==> config.mk <==
export PLATFORM = sky130hd
export DESIGN_NAME = fcvt_to_int
export DESIGN_NICKNAME = d
export VERILOG_FILES = /design/src/rtl/fcvt_pkg.sv /design/src/rtl/fcvt_unpack.sv /design/src/rtl/fcvt_round.sv /design/src/rtl/fcvt_to_int.sv
export SDC_FILE = /design/constraint.sdc
export NUM_CORES = 1
export LEC_CHECK = 0
export ABC_AREA = 1
export BUFFER_PORTS_ARGS = -buffer_cell sky130_fd_sc_hd__buf_2
export CAP_MARGIN = 40
export CORE_UTILIZATION = 40
export CTS_CLUSTER_DIAMETER = 40
export DETAILED_ROUTE_END_ITERATION = 12
export PLACE_DENSITY = 0.62
export SETUP_SLACK_MARGIN = 0.2
export SLEW_MARGIN = 10
export SYNTH_ARGS = -nofsm -noshare
export SYNTH_HDL_FRONTEND = slang
export SYNTH_SLANG_ARGS = --single-unit
==> constraint.sdc <==
create_clock -name clk -period 9.2 [get_ports clk]
set_input_delay 1.38 -clock clk [delete_from_list [all_inputs] [get_ports clk]]
set_output_delay 1.38 -clock clk [all_outputs]
set_load 0.03 [all_outputs]
==> src/rtl/fcvt_pkg.sv <==
package fcvt_pkg;
  localparam int SIG_W  = 53;
  localparam int EXP_W  = 13;
  localparam int INT_W  = 64;
  localparam int HALF_W = INT_W / 2;

  typedef enum logic [1:0] {
    RM_NEAR = 2'd0,
    RM_ZERO = 2'd1,
    RM_UP   = 2'd2,
    RM_DOWN = 2'd3
  } rmode_e;

  typedef struct packed {
    logic             sign;
    logic             is_nan;
    logic             is_inf;
    logic             is_zero;
    logic [EXP_W-1:0] exp;   // unbiased, two's complement
    logic [SIG_W-1:0] sig;   // hidden bit at the top
  } unpacked_t;

  function automatic rmode_e pick_mode(logic [2:0] m, rmode_e cur);
    case (m)
      3'd1, 3'd4: return RM_NEAR;
      3'd5:       return RM_ZERO;
      3'd6:       return RM_UP;
      3'd7:       return RM_DOWN;
      default:    return cur;
    endcase
  endfunction

  function automatic logic round_up(rmode_e m, logic sign, logic lsb,
                                    logic g, logic s);
    case (m)
      RM_NEAR: return g & (s | lsb);
      RM_UP:   return (g | s) & ~sign;
      RM_DOWN: return (g | s) & sign;
      default: return 1'b0;
    endcase
  endfunction

  function automatic logic [1:0] class_cc(unpacked_t u);
    if (u.is_nan)       return 2'd3;
    else if (u.is_zero) return 2'd0;
    else if (u.sign)    return 2'd1;
    else                return 2'd2;
  endfunction
endpackage

==> src/rtl/fcvt_unpack.sv <==
module fcvt_unpack
  import fcvt_pkg::*;
(
  input  logic [63:0] bits,
  input  logic        is_dbl,
  output unpacked_t   u
);
  logic [7:0]  e_s;
  logic [22:0] f_s;
  logic [10:0] e_d;
  logic [51:0] f_d;

  always_comb begin
    e_s = bits[30:23];
    f_s = bits[22:0];
    e_d = bits[62:52];
    f_d = bits[51:0];
    u   = '0;
    if (is_dbl) begin
      u.sign    = bits[63];
      u.is_nan  = (e_d == 11'h7FF) && (f_d != '0);
      u.is_inf  = (e_d == 11'h7FF) && (f_d == '0);
      u.is_zero = (e_d == '0) && (f_d == '0);
      u.exp     = (e_d == '0) ? -13'sd1022 : ({2'b0, e_d} - 13'd1023);
      u.sig     = {e_d != '0, f_d};
    end else begin
      u.sign    = bits[31];
      u.is_nan  = (e_s == 8'hFF) && (f_s != '0);
      u.is_inf  = (e_s == 8'hFF) && (f_s == '0);
      u.is_zero = (e_s == '0) && (f_s == '0);
      u.exp     = (e_s == '0) ? -13'sd126 : ({5'b0, e_s} - 13'd127);
      u.sig     = {e_s != '0, f_s, 29'b0};
    end
  end
endmodule

==> src/rtl/fcvt_round.sv <==
module fcvt_round
  import fcvt_pkg::*;
(
  input  unpacked_t   u,
  input  rmode_e      mode,
  input  logic        to64,
  output logic [63:0] ival,
  output logic        ovf_evt,
  output logic        frac_evt,
  output logic        inexact,
  output logic        invalid
);
  logic [127:0] t;
  logic [6:0]   sh;
  logic [63:0]  ipart;
  logic         g, s, inc, big, tiny;
  logic [64:0]  mag, limit;
  logic signed [EXP_W-1:0] e;

  always_comb begin
    e     = $signed(u.exp);
    big   = u.is_inf || (e > 13'sd63);
    tiny  = e < -13'sd1;
    sh    = 7'(u.exp + 13'd1);
    t     = {64'b0, u.sig, 11'b0} << sh;
    if (tiny) begin
      ipart = '0;
      g     = 1'b0;
      s     = |u.sig;
    end else begin
      ipart = t[127:64];
      g     = t[63];
      s     = |t[62:0];
    end
    inc      = round_up(mode, u.sign, ipart[0], g, s);
    mag      = {1'b0, ipart} + {64'b0, inc};
    limit    = to64 ? (65'd1 << 63) : (65'd1 << 31);
    ovf_evt  = !u.is_nan && (big || (u.sign ? (mag > limit) : (mag >= limit)));
    frac_evt = !big && (g | s);
    invalid  = u.is_nan | ovf_evt;
    inexact  = frac_evt & ~invalid;
    if (u.is_nan || (ovf_evt && u.sign))
      ival = to64 ? 64'h8000_0000_0000_0000 : 64'hFFFF_FFFF_8000_0000;
    else if (ovf_evt)
      ival = to64 ? 64'h7FFF_FFFF_FFFF_FFFF : 64'h0000_0000_7FFF_FFFF;
    else
      ival = u.sign ? (64'd0 - mag[63:0]) : mag[63:0];
  end
endmodule

==> src/rtl/fcvt_to_int.sv <==
module fcvt_to_int
  import fcvt_pkg::*;
(
  input  logic        clk,
  input  logic        rst_n,
  input  logic        start,
  input  logic [63:0] src,
  input  logic        src_is_dbl,
  input  logic        dst_is_64,
  input  logic [2:0]  rnd_mod,
  input  logic [1:0]  cur_mode,
  input  logic [63:0] old_dst,
  output logic        done,
  output logic [63:0] result,
  output logic [1:0]  cc,
  output logic        inexact,
  output logic        invalid
);
  logic        busy_q, dbl_q, w64_q;
  logic [63:0] src_q, old_q;
  rmode_e      mode_q;

  unpacked_t   u;
  logic [63:0] ival;
  logic        ovf_evt, frac_evt, ix_w, iv_w;
  logic [63:0] merged;

  always_ff @(posedge clk or negedge rst_n) begin
    if (!rst_n) begin
      busy_q <= 1'b0;
      dbl_q  <= 1'b0;
      w64_q  <= 1'b0;
      src_q  <= '0;
      old_q  <= '0;
      mode_q <= RM_NEAR;
    end else begin
      busy_q <= start;
      if (start) begin
        dbl_q  <= src_is_dbl;
        w64_q  <= dst_is_64;
        src_q  <= src;
        old_q  <= old_dst;
        mode_q <= pick_mode(rnd_mod, rmode_e'(cur_mode));
      end
    end
  end

  fcvt_unpack u_unpack (.bits(src_q), .is_dbl(dbl_q), .u(u));

  fcvt_round u_round (
    .u(u), .mode(mode_q), .to64(w64_q), .ival(ival),
    .ovf_evt(ovf_evt), .frac_evt(frac_evt),
    .inexact(ix_w), .invalid(iv_w)
  );

  assign merged = w64_q ? ival : {old_q[63:32], ival[31:0]};

  always_ff @(posedge clk or negedge rst_n) begin
    if (!rst_n) begin
      done    <= 1'b0;
      result  <= '0;
      cc      <= 2'd0;
      inexact <= 1'b0;
      invalid <= 1'b0;
    end else begin
      done <= busy_q;
      if (busy_q) begin
        result  <= merged;
        cc      <= class_cc(u);
        inexact <= ix_w;
        invalid <= iv_w;
      end
    end
  end
endmodule

==> metrics, run 1 <==
outcome complete, no violations; commonest non-fill, non-tap cell in the layout nand2_1; post-synthesis sequential area ratio around 22%; fillcell total between 5k and 6k; total track usage around 33%; Remaining Overflow, GRT 0; Core Util, Final a little under half; share of layout cells above drive strength 1 between 10% and 20%; clock group share of total power between 10% and 20%; syn_nets roughly 3.6k; hold buffer count at cts 0; initial antenna violation count 1; Worst-Margin Slew a little under 0.9 ns; slew margin rel. a little over two fifths; leading cell types in the layout, fill and taps excluded nand2_1, nand3_1, nor2_1, inv_1, buf_2; Internal Dissipation between 2 and 2.5 mW; net switching power between 3 and 4 mW; RSZ-0062 raised after global routing no; insertion delay to the later sink of the worst-skew pair approximately 0.5 ns; Total Wirelength 83300 um; Final Setup Violations 0; FFs w/ async S/R, synth 100%; Clock Skew ~0.016 ns; Final min period about 8.4 ns; total core area 0.0480 sq mm; post-route clock period utilization approximately nine tenths; Distinct cells, synth between 50 and 60; maximum net fanout on the critical path 30; Antenna Nets Post-Route 0; Fmax achieved ~120 MHz; weighted congestion at the end of routability-driven global placement ~1.1; total power between 5 and 6 mW; Gate power share 66.8%; Die Y 223 um; crit path launch type register; total of max-cap violations 0; IO Pins slightly above 200; first-pass iteration count of the detailed router 10; Leak 11.1 nW; Hold/Removal Path Class reg -> reg; Slew Limit Fails 0; mapped cell area just under 0.02 sq mm; Via density approximately 5.6; final net count between 3k and 4k; CP max stage cell xnor2_4; clk slew on worst S/H paths roughly 0.08 ns; number of flops mapped to enable cells by yosys 0; Register-to-Register Path Depth 45; IO Port Bufs between 150 and 200; clock root buffer clkbuf_16; Initial Util around two fifths; post-detailed-route wirelength per cell just under 20 um; DP Cell Count roughly 4.2k; HP Start result[3]; via count 23.5k; Synth Warn # 0; slowest stage delay, CP 0.65 ns; largest net degree at the start of global routing 96; Rows 80; Area Growth Syn to Fin 10.6%; CP endpoint kind register; clk sinks 170; DRC 0; Hold Vio Cnt, Final 0; number of synthesized register bits 170; CP Class reg -> reg; Hold EP result[3]; reg-to-reg startpoint src_q[23]; most common flop cell mapped by yosys dfrtp_1; sw frac between 50% and 60%; Iteration-0 DRC Markers 2726; Reg area ~0.0043 sq mm; FF-to-FF End result[1]; hold depth 2; Finished Layout Cells 4190; Setup TNS 0 ns; number of global-route vias before repair roughly 21k; most used cell along the critical path nand2_1; CTS tree done; cell count after synthesis roughly 3.5k; global-route wire length before repair 126000 um; critical path arrival just under 9 ns; pwr/cell area ~250 mW/mm^2; syn_area_per_cell 5.68 sq um; Die X ~220 um; total CTS buffers 17; area occupied by multi-input gates around 0.013 sq mm; worst IR drop on VDD 161 uV; FF-to-FF setup slack between 0.7 and 0.8 ns; die area ~0.050 sq mm; H-tree levels 4; maximum clock insertion buffer count 2; Final HPWL DP approximately 67000 um; WP data required roughly 9.6 ns; Reg power frac 19.0%
[final cells by class]
| type | instances | share of cell area (%) |
|---|---|---|
| diodes | 1 | 0.0115 |
| clock buffers | 17 | 1.96 |
| clock inverters | 15 | 0.872 |
| inverters | 297 | 5.15 |
| multi-input cells | 2812 | 61.2 |
| flip-flops and latches | 170 | 19.6 |
| well taps | 615 | 3.55 |
| repair buffers | 263 | 7.60 |
[what timing repair did]
action | in CTS | in global routing
endpoints found under the setup margin | 0 | 31
resized for setup | 0 | 3
setup buffers | 0 | 3
[per-layer routing]
layer  GRT usage [%]  share of wire, %
met1            47.8                46
met2            49.1                42
met3            6.15               8.7
met4            12.3               3.5
met5               0                 0
[through the flow]
stage               cell area (sq um)  setup WS [ns]  hold WS, ns
finish                          21700          0.756        0.476
global route                    21700          0.203        0.501
CTS                             21600          0.782        0.480
detailed placement              21000          0.818        0.459
global placement                21000          0.788        0.458
floorplan                       19600           2.23        0.428
[synth_stat cells, drive strengths merged (4+ instances only)]
| library cell | n | area share (%) |
|---|---|---|
| xnor2 | 12 | 0.63 |
| nor2 | 328 | 7.2 |
| xor2 | 56 | 2.5 |
| or2 | 4 | 0.13 |
| a41oi | 5 | 0.22 |
| clkinv | 7 | 0.13 |
| dfrtp | 170 | 22 |
| a21oi | 26 | 0.70 |
| o211ai | 4 | 0.15 |
| ha | 11 | 0.70 |
| clkbuf | 51 | 0.98 |
| nor4 | 13 | 0.42 |
| o21ai | 152 | 3.9 |
| buf | 121 | 4.1 |
| nand3 | 680 | 18 |
| a31oi | 8 | 0.26 |
| mux2 | 9 | 0.52 |
| nand4 | 108 | 3.6 |
| nor3 | 19 | 0.51 |
| nand2 | 1339 | 27 |
| inv | 290 | 5.6 |
| nand3b | 17 | 0.65 |
[power by group through the flow]
| stage | Clock, mW | Sequential, mW | Combinational, mW |
|---|---|---|---|
| 2_1_floorplan | 0 | 1.26 | 2.19 |
| 3_3_place_gp | 0 | 1.03 | 3.47 |
| 3_5_place_dp | 0 | 1.03 | 3.47 |
| 4_1_cts | 0.775 | 1.02 | 3.49 |
| 5_1_grt | 0.800 | 1.04 | 3.88 |
| 6_report | 0.759 | 1.02 | 3.58 |
[worst max path at each step]
stage          startpoint    endpoint
6_report        src_q[23]   result[1]
5_1_grt         src_q[23]   result[7]
4_1_cts         src_q[23]  result[25]
3_5_place_dp    src_q[23]  result[10]
3_3_place_gp    src_q[23]  result[19]
2_1_floorplan   src_q[52]  result[56]
[registers in the layout, indices dropped and copies added (netlist names)]
name     flops
mode_q       2
src_q       64
cc           2
busy_q       1
done         1
inexact      1
invalid      1
w64_q        1
old_q       32
result      64
dbl_q        1
[cells by family after synthesis]
logic type / synth area share [%]
buffers and inverters: 10.8
AND/OR/NAND/NOR: 57.1
AO/OA/AOI/OAI: 6.06
flip-flops: 21.7
adder cells (fa/ha/maj): 0.702
multiplexers: 0.517
XOR/XNOR: 3.17
[critical path: cells and delay by family, from the launching register on]
family,cells,cell delay (ns)
AOI/OAI and AO/OA,4,0.94
xor gates and xnor gates,1,0.65
adders and majority gates,3,0.64
buffers and inverters,8,1.39
DFF,1,0.47
and+or+nand+nor,29,4.18
Power figures use the tool's default switching activity.
==> run 2, diff against run 1 <==
CORE_MARGIN = 2   (was default)
==> run 2 against run 1 <==
Clock power is 4.0% higher. Critical path type unchanged. Power decreased by 0.70%. Sequential power hardly changed. Clock-buffer cell count unchanged. Critical path depth up 5. Largest cell class unchanged.
==> metrics, run 2 (same netlist as run 1, synthesis figures left out) <==
maximum clock insertion buffer count 2; CP Class reg -> reg; number of global-route vias before repair about 21k; antenna diode count 0; DP Cell Count between 4k and 5k; Total Wirelength ~80000 um; outcome complete, no violations; Rows 81; Remaining Overflow, GRT 0; total track usage a little under a third; most used cell along the critical path nand2_1; clk sinks 170; share of layout cells above drive strength 1 between 10% and 20%; Hold Vio Cnt, Final 0; critical path arrival 8.78 ns; Worst-Margin Slew a little under 1 ns; Fmax achieved 120 MHz; Largest regs result: 64 flops, src_q: 64 flops, old_q: 32 flops; Die X 225 um; die area between 0.05 and 0.06 sq mm; maximum net fanout on the critical path 30; clk slew on worst S/H paths about 0.080 ns; Final Setup Violations 0; Leak between 10 and 15 nW; largest net degree at the start of global routing 86; pwr/cell area 247 mW/mm^2; Via density about 5.6; CTS tree done; WP data required 9.63 ns; Slew Limit Fails 0; total core area between 0.04 and 0.05 sq mm; clock root buffer clkbuf_16; slowest stage delay, CP about 0.5 ns; DP Area between 0.02 and 0.025 sq mm; Hold WS roughly 0.48 ns; CP max stage cell dfrtp_1; Finished Layout Cells 4166; worst IR drop on VDD about 190 uV; post-route design area around 0.022 sq mm; initial antenna violation count 1; post-detailed-route wirelength per cell roughly 19 um; DRC 0; Final HPWL DP 64000 um; CTS resizes 0; weighted congestion at the end of routability-driven global placement between 1 and 1.5; via count roughly 23k; hold buffer count at cts 0; Setup TNS 0 ns; Iteration-0 DRC Markers 2929; leading cell types in the layout, fill and taps excluded nand2_1, nand3_1, nor2_1, inv_1, buf_2; commonest non-fill, non-tap cell in the layout nand2_1; first-pass iteration count of the detailed router 6; H-tree levels 4; Core Util, Final roughly 44%; Antenna Nets Post-Route 0; post-route clock period utilization between 90% and 100%; RSZ-0062 raised after global routing no; IO Port Bufs between 150 and 200; Die Y between 200 and 250 um; total CTS buffers 17; # Post-CTS Setup Buffers 0; Initial Util about two fifths; global-route wire length before repair between 100000 and 150000 um; Hold/Removal Path Class reg -> reg; Area Growth Syn to Fin 9.89%; insertion delay to the later sink of the worst-skew pair 0.51 ns; final net count about 3.7k; Clock Skew about 0.031 ns; slew margin rel. about a third; total of max-cap violations 0; IO Pins 207; CP endpoint kind register; crit path launch type register; Final min period 8.36 ns
run 2: changes by cell type in the layout (fill, tap and decap cells not counted), sizes merged:
cell	delta
buf	-30
clkinv	-1
diode	-1
inv	+1
run 2: layer usage:
metal  GRT usage [%]  part of all wire, %
met5               0                0.016
met4            10.1                  3.0
met3            6.65                   10
met2            47.0                   42
met1            46.1                   45
run 2: worst max-delay path: cells and delay by family (launching register included):
family,cells,cell delay [ns]
DFF,1,0.50
buffers and inverters,9,1.36
and+or+nand+nor,32,4.17
adders and majority gates,4,1.17
AOI/OAI and AO/OA,4,0.89
xor gates and xnor gates,1,0.19
run 2: worst paths after layout:
| kind | from | to | cells past startpoint | slack [ns] |
|---|---|---|---|---|
| worst max-delay path | src_q[23] | result[58] | 50 | 0.84 |
| worst min-delay path | result[22] | result[22] | 2 | 0.48 |
| worst max register to register | src_q[23] | result[58] | 50 | 0.84 |
| worst min register to register | result[22] | result[22] | 2 | 0.48 |
| max in group asynchronous | rst_n | result[57] | 3 | 7.28 |
| min in group asynchronous | rst_n | src_q[17] | 1 | 0.83 |
run 2: where the power goes:
group	leakage (nW)	switching, mW	internal [mW]
logic	8.68	2.52	0.988
clock network	0.298	0.417	0.372
registers	2.03	0.111	0.910
run 2: through the flow:
stage	worst slack, ns	power, mW
floorplan	2.23	3.45
global placement	1.06	4.44
detailed placement	1.02	4.45
CTS	0.945	5.25
global route	0.266	5.72
finish	0.845	5.32
run 2: cell type report:
class	instances	area, sq um
clock buffer	17	425
clock inverter	15	194
fill	5410	27100
inverter	297	1110
multi-input combinational	2812	13300
sequential	170	4260
tap	622	778
timing repair buffer	233	1490
